[config.mk]
export PLATFORM = sky130hd
export DESIGN_NAME = op_status_reporter
export DESIGN_NICKNAME = d
export VERILOG_FILES = /design/src/rtl/op_status_reporter.sv
export SDC_FILE = /design/constraint.sdc
export NUM_CORES = 1
export LEC_CHECK = 0
export BUFFER_PORTS_ARGS = -buffer_cell sky130_fd_sc_hd__buf_2
export CAP_MARGIN = 20
export CORE_AREA = 2 2 39 41
export DETAILED_ROUTE_END_ITERATION = 7
export DIE_AREA = 0 0 41 43
export PLACE_DENSITY = 0.69
export SETUP_SLACK_MARGIN = 0.3
export SLEW_MARGIN = 20
export SYNTH_ARGS = -nofsm -noshare
export SYNTH_HDL_FRONTEND = slang
export SYNTH_SLANG_ARGS = --single-unit
[constraint.sdc]
create_clock -name clk -period 1.17 [get_ports clk]
set_input_delay 0.0585 -clock clk [delete_from_list [all_inputs] [get_ports clk]]
set_output_delay 0.0585 -clock clk [all_outputs]
set_load 0.01 [all_outputs]
[src/rtl/op_status_reporter.sv]
module op_status_reporter #(
  parameter int DW       = 8,
  parameter int POLL_BIT = 7,
  parameter int TOG_BIT  = 6
) (
  input  logic          clk,
  input  logic          rst_n,
  input  logic          busy,
  input  logic          op_erase,
  input  logic [DW-1:0] prog_byte,
  input  logic          rd_strobe,
  input  logic          ce_n,
  input  logic          oe_n,
  input  logic [DW-1:0] array_byte,
  output logic [DW-1:0] rd_byte
);

  logic          strobe_q;
  logic          busy_q;
  logic          poll_val;
  logic          tog;
  logic          cap_status;
  logic [DW-1:0] cap_byte;
  logic [DW-1:0] status_now;

  wire read_rise = rd_strobe & ~strobe_q & ~ce_n & ~oe_n;
  wire job_start = busy & ~busy_q;

  always_comb begin
    status_now           = '0;
    status_now[POLL_BIT] = poll_val;
    status_now[TOG_BIT]  = tog;
  end

  always_ff @(posedge clk) begin
    if (!rst_n) begin
      strobe_q   <= 1'b0;
      busy_q     <= 1'b0;
      poll_val   <= 1'b0;
      tog        <= 1'b0;
      cap_status <= 1'b0;
      cap_byte   <= '0;
    end else begin
      strobe_q <= rd_strobe;
      busy_q   <= busy;
      if (job_start) begin
        poll_val <= op_erase ? 1'b0 : ~prog_byte[POLL_BIT];
        tog      <= 1'b0;
      end else if (read_rise && busy_q) begin
        tog <= ~tog;
      end
      if (read_rise) begin
        cap_status <= busy_q;
        cap_byte   <= status_now;
      end else if (!rd_strobe) begin
        cap_status <= 1'b0;
      end
    end
  end

  assign rd_byte = cap_status ? cap_byte : array_byte;

endmodule

==> flow_summary_export.csv <==
group,metric,value,unit
timing,fin_ws,0.0722,ns
clocking,tritoncts,"built",
power_and_ir_drop,power_density,989,nW/um^2
drt,drcViolationCount,0,
floorplan,initial_core_util,25.2,%
synth,ys.flop_type,"dfxtp_1",
power_and_ir_drop,clockPowerShare,38.2,%
placement,post-place-ws,0.0835,ns
floorplan,die_y,43,um
synth,synth.top_cells.by_area,"dfxtp_1 (40%), nor2b_1 (20%), mux2i_1 (8.6%), nor4b_4 (6.8%), mux2_2 (6.5%)",
power_and_ir_drop,swShare,22.3,%
global_route,gr-total-overflow,0,
critical_path,cp_num_buf_inv,1,
global_route,grt_antenna_before_repair,0,
power_and_ir_drop,p_switching,0.000125,W
critical_path,required,1.11,ns
power_and_ir_drop,p_comb_share,17.5,%
power_and_ir_drop,totalPowerFinal,0.000562,W
synth,ys_ff_latch,7,
synth,syn_avg_cell_area,10.3,sq um
timing,skew,0.00264,ns
synth,async_flop_share,0,%
clocking,cts_sinks,7,
critical_path,critPathMaxStageDelay,0.37,ns
floorplan,die_w,41,um
timing,maxSlewViolCount,0,
floorplan,core-area,1380,sq um
timing,fmax,911,MHz
floorplan,die_area,1760,sq um
power_and_ir_drop,ir_drop,0.449,mV
synth,syn_area,349,sq um
critical_path,crit_fanout,4,
synth,ys_seq_area_share,40.1,%
synth,synth_largest_area_cell,"dfxtp_1",
layout,utilization,41.0,%
critical_path,critPathLaunchType,"flop",
drt,routed_wirelength,684,um
drt,dr.pass1.iters,1,
global_route,grt_pass1_wl,917,um
synth,synth-edff-count,0,
placement,place_congestion,0.724,
floorplan,rows,14,
clocking,cts_buffers,3,
timing,holdWs,0.0245,ns
timing,hold_viol,0,
power_and_ir_drop,pwr-share-seq,44.2,%
drt,vias_per_cell,4.24,
power_and_ir_drop,p_leak,0.268,nW
global_route,grt_usage,7.64,%
placement,port-buffer-count,23,
timing,min_period_over_period,93.8,%
timing,setup_tns,0,ns
clocking,path_clk_slew,0.05,ns
synth,ys_top_cells_by_count,"nor2b_1 (11), dfxtp_1 (7), mux2i_1 (3)",
critical_path,cpLargestDelayFamily,"flip-flops",
global_route,grt_pass1_vias,267,
drt,dr_total_vias,331,
global_route,grt_max_degree,9,
synth,synthCells,34,
drt,drtIter0Drc,0,
timing,setup_viol,0,
clocking,cts_buffer_depth,2,
critical_path,end_kind,"primary output",
timing,slew_headroom,83.7,%
clocking,clock-root-buffer,"clkbuf_4",
min_path,worst_hold_path_type,"in2reg",
timing,rsz0062_at_grt,"yes",
timing,fin_crit,1.10,ns
layout,area_growth,62.7,%
critical_path,arrival,1.04,ns
layout,nNetsFinal,86,
synth,synth_fp_nets,57,
synth,synth_top_area_share,40.1,%
clocking,htree_levels,1,
drt,wl_per_cell,8.77,um
outcome,status,"completed",
critical_path,crit_type,"reg2out",
synth,synth_most_common_cell,"nor2b_1",
critical_path,critPathSlowestCell,"dfxtp_4",
synth,ys.warnings.count,0,
drt,final_antenna_net_count,0,
power_and_ir_drop,internal-power,0.000436,W
job,drv_cap,0,
synth,yosys.cell_types.count,13,
layout,final_layout_size_suffix_gt1_share,61.3,%
timing,worst_slew_pin_slew,0.243,ns
floorplan,io_pins,31,
clocking,clk_latency,0.25,ns
critical_path,crit_chain,"mux2_4, buf_6",
layout,antennaDiodeCount,0,
cell families after synthesis:
kind of cell,Yosys count,synth area share [%]
AO/OA/AOI/OAI,1,2.15
buffers and inverters,1,1.07
flip-flops,7,40.1
multiplexers,6,19.4
AND/OR/NAND/NOR,19,37.3
cell type report:
type,count,area [sq um]
clock buffer,4,26.3
fill,144,816
multi-input combinational,26,223
sequential,7,146
tap,16,20.0
timing repair buffer,25,153
layout by cell type (no fill, tap or decap), drive strengths merged:
master	Yosys	final
nor2b	11	11
a21boi	1	1
dfxtp	7	7
clkbuf	1	4
and2	2	2
nor4b	1	1
mux2i	3	3
nand2	2	2
mux2	3	3
nor2	2	2
buf	0	25
nand3b	1	1
worst reg2reg max path, cell delays in order (launching register included):
cell and delay (ns):
dfxtp_2 0.32, nor4b_4 0.25, buf_4 0.18, mux2i_1 0.17, nor2b_1 0.06
sequential cells by signal, summed over array words and instances, names as in the netlist:
name,cells
poll_val,1
tog,1
cap_byte,2
strobe_q,1
cap_status,1
busy_q,1
path summary, 6_finish.rpt:
kind | depth (start not counted) | start | slack (ns) | endpoint
min reg2reg | 2 | busy_q | 0.49 | cap_status
max | 2 | cap_status | 0.07 | rd_byte[7]
max reg2reg | 4 | strobe_q | 0.10 | cap_byte[6]
min | 2 | busy | 0.02 | busy_q
layer usage:
| layer | GRT usage [%] | vias up | wire (um) |
|---|---|---|---|
| met5 | 0 | - | 0 |
| met3 | 3.14 | 0 | 97 |
| met1 | 8.39 | 144 | 273 |
| met4 | 4.00 | 0 | 0 |
| met2 | 11.9 | 19 | 313 |
| li1 | - | 168 | - |
power groups by stage:
stage / clock network [W] / logic (W) / registers [W]
finish: 0.000215 / 0.0000986 / 0.000249
global route: 0.000233 / 0.000110 / 0.000249
CTS: 0.000221 / 0.0000939 / 0.000248
detailed placement: 0 / 0.0000848 / 0.000255
global placement: 0 / 0.0000842 / 0.000255
floorplan: 0 / 0.0000412 / 0.000253
stage by stage:
stage	cell area, sq um	cells
finish	568	78
floorplan	353	34
global placement	488	73
global route	568	78
CTS	547	78
detailed placement	488	73
what timing repair did:
item	4_1_cts	5_1_grt
endpoints found under the setup margin	12	13
buffers inserted	1	0
pin swaps	1	1
hold buffers	0	0
resized for setup	7	6
No activity file was read; power rests on OpenSTA's default activity.
